### config.mk
export PLATFORM = sky130hd
export DESIGN_NAME = rs_ecc_engine
export DESIGN_NICKNAME = d
export VERILOG_FILES = /design/src/rtl/rsecc_pkg.sv /design/src/rtl/rs_ecc_ctrl.sv /design/src/rtl/rs_ecc_datapath.sv /design/src/rtl/rs_ecc_engine.sv
export SDC_FILE = /design/constraint.sdc
export NUM_CORES = 1
export LEC_CHECK = 0
export ABC_AREA = 1
export BUFFER_PORTS_ARGS = -buffer_cell sky130_fd_sc_hd__buf_2
export CAP_MARGIN = 25
export CORE_MARGIN = 2
export CORE_UTILIZATION = 55
export DETAILED_ROUTE_END_ITERATION = 8
export PLACE_DENSITY = 0.74
export SYNTH_ARGS = -nofsm -noshare
export SYNTH_HDL_FRONTEND = slang
export SYNTH_SLANG_ARGS = --single-unit
### constraint.sdc
create_clock -name clk -period 2.09 [get_ports clk]
set_clock_uncertainty 0.2 [all_clocks]
set_input_delay 0.209 -clock clk [delete_from_list [all_inputs] [get_ports clk]]
set_output_delay 0.209 -clock clk [all_outputs]
set_load 0.1 [all_outputs]
### src/rtl/rsecc_pkg.sv
package rsecc_pkg;
  parameter int SYM_W        = 10;
  parameter int NPAR         = 6;
  parameter int SECTOR_BYTES = 512;
  parameter int FIELD_POLY   = 'h409;
  parameter int BYTE_W       = 8;
  parameter int ADDR_W       = 5;

  localparam int CODE_BITS = SYM_W * NPAR;
  localparam int ECC_BYTES = (CODE_BITS + BYTE_W - 1) / BYTE_W;
  localparam int PACK_W    = ECC_BYTES * BYTE_W;
  localparam int PAD_W     = PACK_W - CODE_BITS;
  localparam int TOTAL     = SECTOR_BYTES + ECC_BYTES;
  localparam int CNT_W     = $clog2(TOTAL + 1);
  localparam int IDX_W     = $clog2(ECC_BYTES);

  localparam int CTRL_CLR_BIT  = 7;
  localparam int CTRL_GEN_BIT  = 6;
  localparam int CTRL_FEED_BIT = 5;
  localparam int CHECK_ERR_BIT = 7;

  localparam logic [ADDR_W-1:0] A_CTRL  = ADDR_W'(0);
  localparam logic [ADDR_W-1:0] A_CHECK = ADDR_W'(1);
  localparam logic [ADDR_W-1:0] A_PLAIN = ADDR_W'(8);
  localparam logic [ADDR_W-1:0] A_INV   = ADDR_W'(16);

  typedef logic [SYM_W-1:0] sym_t;
  typedef logic [NPAR-1:0][SYM_W-1:0] parVec_t;

  typedef struct packed {
    logic clr;
    logic shift;
    logic capture;
    logic compare;
  } strobe_t;

  function automatic sym_t gfMul(sym_t a, sym_t b);
    sym_t acc = '0;
    sym_t sh  = a;
    for (int i = 0; i < SYM_W; i++) begin
      if (b[i]) acc = acc ^ sh;
      if (sh[SYM_W-1]) sh = (sh << 1) ^ sym_t'(FIELD_POLY);
      else             sh = sh << 1;
    end
    return acc;
  endfunction

  // low coefficients of the monic generator with roots alpha^0 .. alpha^(NPAR-1)
  function automatic parVec_t gfGenPoly();
    logic [NPAR:0][SYM_W-1:0] g;
    sym_t root;
    g    = '0;
    g[0] = sym_t'(1);
    root = sym_t'(1);
    for (int r = 0; r < NPAR; r++) begin
      for (int j = NPAR; j > 0; j--) g[j] = g[j-1] ^ gfMul(g[j], root);
      g[0] = gfMul(g[0], root);
      root = gfMul(root, sym_t'(2));
    end
    return g[NPAR-1:0];
  endfunction

  function automatic logic [BYTE_W-1:0] revByte(logic [BYTE_W-1:0] b);
    logic [BYTE_W-1:0] r;
    for (int i = 0; i < BYTE_W; i++) r[i] = b[BYTE_W-1-i];
    return r;
  endfunction
endpackage

### src/rtl/rs_ecc_ctrl.sv
module rs_ecc_ctrl
  import rsecc_pkg::*;
(
  input  logic              clk,
  input  logic              rstN,
  input  logic              regWrEn,
  input  logic [ADDR_W-1:0] regAddr,
  input  logic [BYTE_W-1:0] regWrData,
  input  logic              streamValid,
  output strobe_t           strb,
  output logic              genMode,
  output logic              feedEn
);
  localparam logic [CNT_W-1:0] CNT_SECTOR = CNT_W'(SECTOR_BYTES);
  localparam logic [CNT_W-1:0] CNT_TOTAL  = CNT_W'(TOTAL);
  localparam logic [CNT_W-1:0] CNT_LAST   = CNT_W'(TOTAL - 1);

  logic [CNT_W-1:0] byteCnt;
  logic ctrlHit;
  logic accept;

  assign ctrlHit = regWrEn && (regAddr == A_CTRL);
  assign accept  = streamValid && feedEn;

  always_comb begin
    strb.clr     = ctrlHit && regWrData[CTRL_CLR_BIT];
    strb.shift   = accept && (byteCnt < CNT_SECTOR);
    strb.capture = accept && !genMode && (byteCnt >= CNT_SECTOR) && (byteCnt < CNT_TOTAL);
    strb.compare = strb.capture && (byteCnt == CNT_LAST);
  end

  always_ff @(posedge clk or negedge rstN) begin
    if (!rstN) begin
      genMode <= 1'b0;
      feedEn  <= 1'b0;
      byteCnt <= '0;
    end else begin
      if (ctrlHit) begin
        genMode <= regWrData[CTRL_GEN_BIT];
        feedEn  <= regWrData[CTRL_FEED_BIT];
      end
      if (strb.clr)
        byteCnt <= '0;
      else if (accept && (byteCnt < CNT_TOTAL))
        byteCnt <= byteCnt + CNT_W'(1);
    end
  end

  // the byte position never runs past sector plus code
  a_r7_count_bound: assert property (@(posedge clk) disable iff (!rstN)
    byteCnt <= CNT_TOTAL);

  // a parity step leaves the position inside the sector
  a_r7_shift_window: assert property (@(posedge clk) disable iff (!rstN)
    strb.shift |=> (byteCnt <= CNT_SECTOR));

  // with the feed off, stream bytes do not move the position
  a_r6_freeze_count: assert property (@(posedge clk) disable iff (!rstN)
    (!feedEn && !strb.clr) |=> $stable(byteCnt));
endmodule

### src/rtl/rs_ecc_datapath.sv
module rs_ecc_datapath
  import rsecc_pkg::*;
(
  input  logic              clk,
  input  logic              rstN,
  input  strobe_t           strb,
  input  logic              genMode,
  input  logic              feedEn,
  input  logic [BYTE_W-1:0] streamByte,
  input  logic [ADDR_W-1:0] regAddr,
  output logic [BYTE_W-1:0] regRdData
);
  localparam parVec_t GEN = gfGenPoly();

  parVec_t           parReg;
  parVec_t           parNext;
  sym_t              inSym;
  sym_t              feedback;
  logic [PACK_W-1:0] packedPar;
  logic [PACK_W-1:0] storedVec;
  logic [PACK_W-1:0] fullStored;
  logic [CODE_BITS-1:0] diffBits;
  logic [CODE_BITS-1:0] remReg;
  logic              checked;
  logic              errFlag;
  logic [PACK_W-1:0] viewVec;

  // remainder generator, one symbol per accepted sector byte
  assign inSym    = {{(SYM_W-BYTE_W){1'b0}}, ~streamByte};
  assign feedback = inSym ^ parReg[NPAR-1];
  assign parNext[0] = gfMul(feedback, GEN[0]);

  for (genvar j = 1; j < NPAR; j++) begin : g_stage
    assign parNext[j] = parReg[j-1] ^ gfMul(feedback, GEN[j]);
  end

  // highest-index symbol in the lowest packed bits
  for (genvar j = 0; j < NPAR; j++) begin : g_pack
    assign packedPar[SYM_W*(NPAR-1-j) +: SYM_W] = parReg[j];
  end
  if (PAD_W > 0) begin : g_pad
    assign packedPar[PACK_W-1:CODE_BITS] = '0;
  end

  assign fullStored = {streamByte, storedVec[PACK_W-1:BYTE_W]};
  assign diffBits   = packedPar[CODE_BITS-1:0] ^ ~fullStored[CODE_BITS-1:0];

  always_ff @(posedge clk or negedge rstN) begin
    if (!rstN) begin
      parReg    <= '0;
      storedVec <= '0;
      remReg    <= '0;
      checked   <= 1'b0;
      errFlag   <= 1'b0;
    end else if (strb.clr) begin
      parReg    <= '0;
      storedVec <= '0;
      remReg    <= '0;
      checked   <= 1'b0;
      errFlag   <= 1'b0;
    end else begin
      if (strb.shift)   parReg    <= parNext;
      if (strb.capture) storedVec <= fullStored;
      if (strb.compare) begin
        remReg  <= diffBits;
        checked <= 1'b1;
        errFlag <= |diffBits;
      end
    end
  end

  if (PAD_W > 0) begin : g_view_pad
    assign viewVec = checked ? {{PAD_W{1'b0}}, remReg} : packedPar;
  end else begin : g_view_nopad
    assign viewVec = checked ? remReg : packedPar;
  end

  // register read mux
  logic [ADDR_W-1:0] plainOff;
  logic [ADDR_W-1:0] invOff;
  logic [IDX_W-1:0]  plainSel;
  logic [IDX_W-1:0]  invSel;
  assign plainOff = regAddr - A_PLAIN;
  assign invOff   = regAddr - A_INV;
  assign plainSel = plainOff[IDX_W-1:0];
  assign invSel   = invOff[IDX_W-1:0];

  always_comb begin
    regRdData = '0;
    if (regAddr == A_CTRL) begin
      regRdData[CTRL_GEN_BIT]  = genMode;
      regRdData[CTRL_FEED_BIT] = feedEn;
    end else if (regAddr == A_CHECK) begin
      regRdData[CHECK_ERR_BIT] = errFlag;
    end else if (regAddr >= A_PLAIN && plainOff < ADDR_W'(ECC_BYTES)) begin
      regRdData = revByte(viewVec[BYTE_W*plainSel +: BYTE_W]);
    end else if (regAddr >= A_INV && invOff < ADDR_W'(ECC_BYTES)) begin
      regRdData = ~viewVec[BYTE_W*invSel +: BYTE_W];
    end
  end

  // parity moves only on a feed step or a clear
  a_r6_parity_hold: assert property (@(posedge clk) disable iff (!rstN)
    (!strb.shift && !strb.clr) |=> $stable(parReg));

  // a clear leaves parity zero and the flag low
  a_r6_clear_state: assert property (@(posedge clk) disable iff (!rstN)
    strb.clr |=> (parReg == '0 && !errFlag && !checked));

  // once checked, the flag holds until the next clear
  a_r8_flag_hold: assert property (@(posedge clk) disable iff (!rstN)
    (checked && !strb.clr && !strb.compare) |=> $stable(errFlag));

  // the flag can only rise on the cycle after a compare
  a_r8_flag_source: assert property (@(posedge clk) disable iff (!rstN)
    $rose(errFlag) |-> $past(strb.compare));

  // parity does not change while stored code bytes arrive
  a_r7_code_no_shift: assert property (@(posedge clk) disable iff (!rstN)
    (strb.capture && !strb.clr) |=> $stable(parReg));
endmodule

### src/rtl/rs_ecc_engine.sv
module rs_ecc_engine
  import rsecc_pkg::*;
(
  input  logic              clk,
  input  logic              rstN,
  input  logic              regWrEn,
  input  logic [ADDR_W-1:0] regAddr,
  input  logic [BYTE_W-1:0] regWrData,
  output logic [BYTE_W-1:0] regRdData,
  input  logic              streamValid,
  input  logic [BYTE_W-1:0] streamByte
);
  strobe_t strb;
  logic    genMode;
  logic    feedEn;

  rs_ecc_ctrl u_ctrl (
    .clk         (clk),
    .rstN        (rstN),
    .regWrEn     (regWrEn),
    .regAddr     (regAddr),
    .regWrData   (regWrData),
    .streamValid (streamValid),
    .strb        (strb),
    .genMode     (genMode),
    .feedEn      (feedEn)
  );

  rs_ecc_datapath u_dp (
    .clk        (clk),
    .rstN       (rstN),
    .strb       (strb),
    .genMode    (genMode),
    .feedEn     (feedEn),
    .streamByte (streamByte),
    .regAddr    (regAddr),
    .regRdData  (regRdData)
  );
endmodule

==> impl_metrics.env <==
export IMPL_p_clk_share_pct=13.7
export IMPL_combPwrFrac_pct=64.9
export IMPL_seqPwrFrac_pct=21.3
export IMPL_io_buffers=27
export IMPL_ioPinCount=33
export IMPL_synth_top_area_cell="dfrtp_1"
export IMPL_finalSetupViolCount=64
export IMPL_vias=12500
export IMPL_core_rowCount=53
export IMPL_maxCapViolCount=0
export IMPL_start_kind="flip-flop"
export IMPL_place_hpwl_mm=35.2
export IMPL_clockBufferDepth=2
export IMPL_switching_power_mw=13.0
export IMPL_dpl_cell_count=1921
export IMPL_grt_max_degree=61
export IMPL_stdcell_count=2018
export IMPL_path_max_fanout=46
export IMPL_p_per_area_nw_per_um2=1590
export IMPL_syn_area_um2=11800
export IMPL_ys_flop_type="dfrtp_1"
export IMPL_die_w_um=150
export IMPL_gp_congestion=1.04
export IMPL_synth_adder_area_share_pct=0.106
export IMPL_fin_crit_sh_pct=133
export IMPL_synth_top_area_share_pct=40.3
export IMPL_r2r_cells=17
export IMPL_synth_mux_area_fraction_pct=0.0955
export IMPL_htreeDepth=4
export IMPL_synthArstFlopShare_pct=100
export IMPL_avgViaCountPerCell=6.22
export IMPL_violations="negative setup slack"
export IMPL_cts_sinks=190
export IMPL_die_h_um=150
export IMPL_coreArea_um2=21000
export IMPL_most_common_layout_cells="nand2_1 (284), buf_4 (192), dfrtp_1 (185), inv_1 (121), nand3_1 (120)"
export IMPL_cts_buffers=17
export IMPL_crit_path_top_delay_cell="dfrtp_2"
export IMPL_synth_edf_count=0
export IMPL_synthSimpleGateAreaFrac_pct=23.6
export IMPL_track_usage_pct=40.8
export IMPL_layout_drive_gt1_share_pct=36.5
export IMPL_drc_errors=0
export IMPL_antenna_left=0
export IMPL_grt_ovfl_total=0
export IMPL_syn_nets=1506
export IMPL_tns_ns=-11.86
export IMPL_antenna_found_initial=1
export IMPL_critPathKind="flip-flop to output pin"
export IMPL_die_area_um2=22600
export IMPL_syn_instance_count=1480
export IMPL_synth_compound_area_share_pct=15.7
export IMPL_final_common_cell="nand2_1"
export IMPL_crit_path_max_incr_delay_ns=0.47
export IMPL_peakVddDrop_mv=1.38
export IMPL_ys_types=49
export IMPL_finalPower_mw=26.3
export IMPL_clk_pin_slew_worst_paths_ns=0.09
export IMPL_wl_per_cell_um=25.2
export IMPL_required_ns=1.68
export IMPL_stdcell_area_um2=16600
export IMPL_finalMaxSlewViolations=0
export IMPL_clock_latency_ns=0.45
export IMPL_internal_power_mw=13.3
export IMPL_drtIter0Drc=1668
export IMPL_finalHoldWorstSlack_ns=0.0374
export IMPL_period_minus_slack_ns=2.77
export IMPL_area_growth_pct=40.3
export IMPL_postPlaceCellArea_um2=13900
export IMPL_nets=1755
export IMPL_cp_endpoint="regRdData[6]"
export IMPL_synth_seq_cells=190
export IMPL_cp_end_kind="output pin"
export IMPL_seq_area_frac_synth_pct=40.3
export IMPL_synth_xor_area_share_pct=12.3
export IMPL_initial_utilization_pct=56.1
export IMPL_first_pass_iters=6
export IMPL_worstMarginPinSlew_ns=0.652
export IMPL_wl_mm=50.8
export IMPL_yosysWarnings=0
export IMPL_synth_avg_cell_area_um2=7.97
export IMPL_crit_chain="buf_12, buf_6, o211ai_1, a21oi_2, nor3_2, nand2_1, nand2_2, o211ai_1, buf_12"
export IMPL_cts_tree="done"
export IMPL_swShare_pct=49.4
export IMPL_finalHoldViolCount=0
export IMPL_slew_headroom_pct=56.4
export IMPL_grt_pass1_wl_mm=66.8
export IMPL_critical_path_arrival_ns=2.36
export IMPL_worstReg2RegEnd="u_dp.packedPar[7]"
export IMPL_r2r_start="u_dp.packedPar[7]"
export IMPL_crit_start="u_dp.checked"
export IMPL_synth_top_family_by_area="simple AND/OR/NAND/NOR gates"
export IMPL_hp_class="input port to flip-flop"
export IMPL_r2r_setup_slack_ns=-0.36
export IMPL_grt_pass1_vias=11000
export IMPL_status="complete, but fails checks"
export IMPL_setup_ws_ns=-0.683
export IMPL_rsz0062_at_grt="yes"
export IMPL_p_leak_nw=8.20
export IMPL_synth_area_leaders="dfrtp_1 (40%), nand2_1 (12%), xor2_1 (7.8%)"
export IMPL_max_freq_mhz=361
export IMPL_clock_root_buffer="clkbuf_16"
==> layer usage <==
metal  up-vias  track usage [%]  part of all wire, %
li1       5347                -                    -
met4         0             21.3                  7.7
met5         -                0                    0
met3       264             11.6                   13
met2       988             60.1                   43
met1      5945             54.6                   36
==> sequential cells by signal, indices dropped and copies added, names as in the netlist <==
register	cells
u_dp.remReg	60
u_ctrl.genMode	1
u_ctrl.feedEn	1
u_dp.errFlag	1
u_dp.checked	1
u_dp.storedVec	56
u_ctrl.byteCnt	10
u_dp.packedPar	60
==> worst max-delay path: cells and delay by family (launching register included) <==
family / cells / cell delay (ns)
DFF: 1 / 0.47
and+or+nand+nor: 3 / 0.38
AOI/OAI and AO/OA: 3 / 0.49
buffers and inverters: 3 / 0.55
==> per-stage QoR <==
step                setup WS [ns]  utilization [%]
global route               -0.744             78.7
floorplan                  -0.859                -
finish                     -0.683             78.7
CTS                        -0.621             70.1
global placement           -0.256             66.1
detailed placement         -0.253             66.1
==> power by group through the flow <==
stage | logic [mW] | clock network, mW | registers (mW)
2_1_floorplan | 7.65 | 0 | 5.12
5_1_grt | 17.8 | 3.76 | 5.59
4_1_cts | 13.0 | 3.58 | 5.46
3_3_place_gp | 12.4 | 0 | 5.52
6_report | 17.1 | 3.61 | 5.61
3_5_place_dp | 12.6 | 0 | 5.54
==> repair_timing <==
item	4_1_cts	5_1_grt
gates resized for setup	22	321
hold endpoints to repair	141	0
hold buffers	7	0
cloned	0	6
setup endpoints to repair	26	115
setup buffers	4	50
pin swaps	1	86
==> how the worst min path moves through the flow <==
stage,start,slack [ns],endpoint,depth (start not counted)
finish,streamByte[2],0.04,u_dp.storedVec[58],4
global route,streamByte[2],0.02,u_dp.storedVec[58],4
CTS,streamByte[1],0.0006,u_dp.storedVec[57],3
detailed placement,rstN,0.03,u_dp.storedVec[34],1
global placement,rstN,0.04,u_dp.storedVec[50],1
floorplan,rstN,-0.29,u_ctrl.byteCnt[0],0
==> Yosys cell counts (15+ instances only) <==
cell type / count
nand2_1: 386
dfrtp_1: 190
nand3_1: 140
inv_1: 134
xor2_1: 105
o21ai_0: 80
a21oi_1: 79
xnor2_1: 40
buf_2: 36
o22ai_2: 36
nor2_1: 35
nand2_2: 26
o22ai_1: 24
nand4_1: 19
clkbuf_1: 15
o21ai_1: 15
o21ai_2: 15
==> cell families (layout without fill, tap and decap cells) <==
kind of cell / count (synthesis) / in the layout
buffers and inverters: 216 / 478
xor gates and xnor gates: 156 / 156
muxes: 1 / 1
adders and majority gates: 1 / 1
AOI/OAI and AO/OA: 281 / 281
and+or+nand+nor: 635 / 635
other: 0 / 1
DFF: 190 / 190
==> final cells by class <==
type                       count  area, µm²
inverter                     151        612
sequential                   190       4760
timing repair buffer         295       2800
clock inverter                15        218
fill                        1332       4470
multi-input combinational   1074       7400
antenna                        1       2.50
clock buffer                  17        425
tap                          275        344
(Power assumes the default switching activity.)
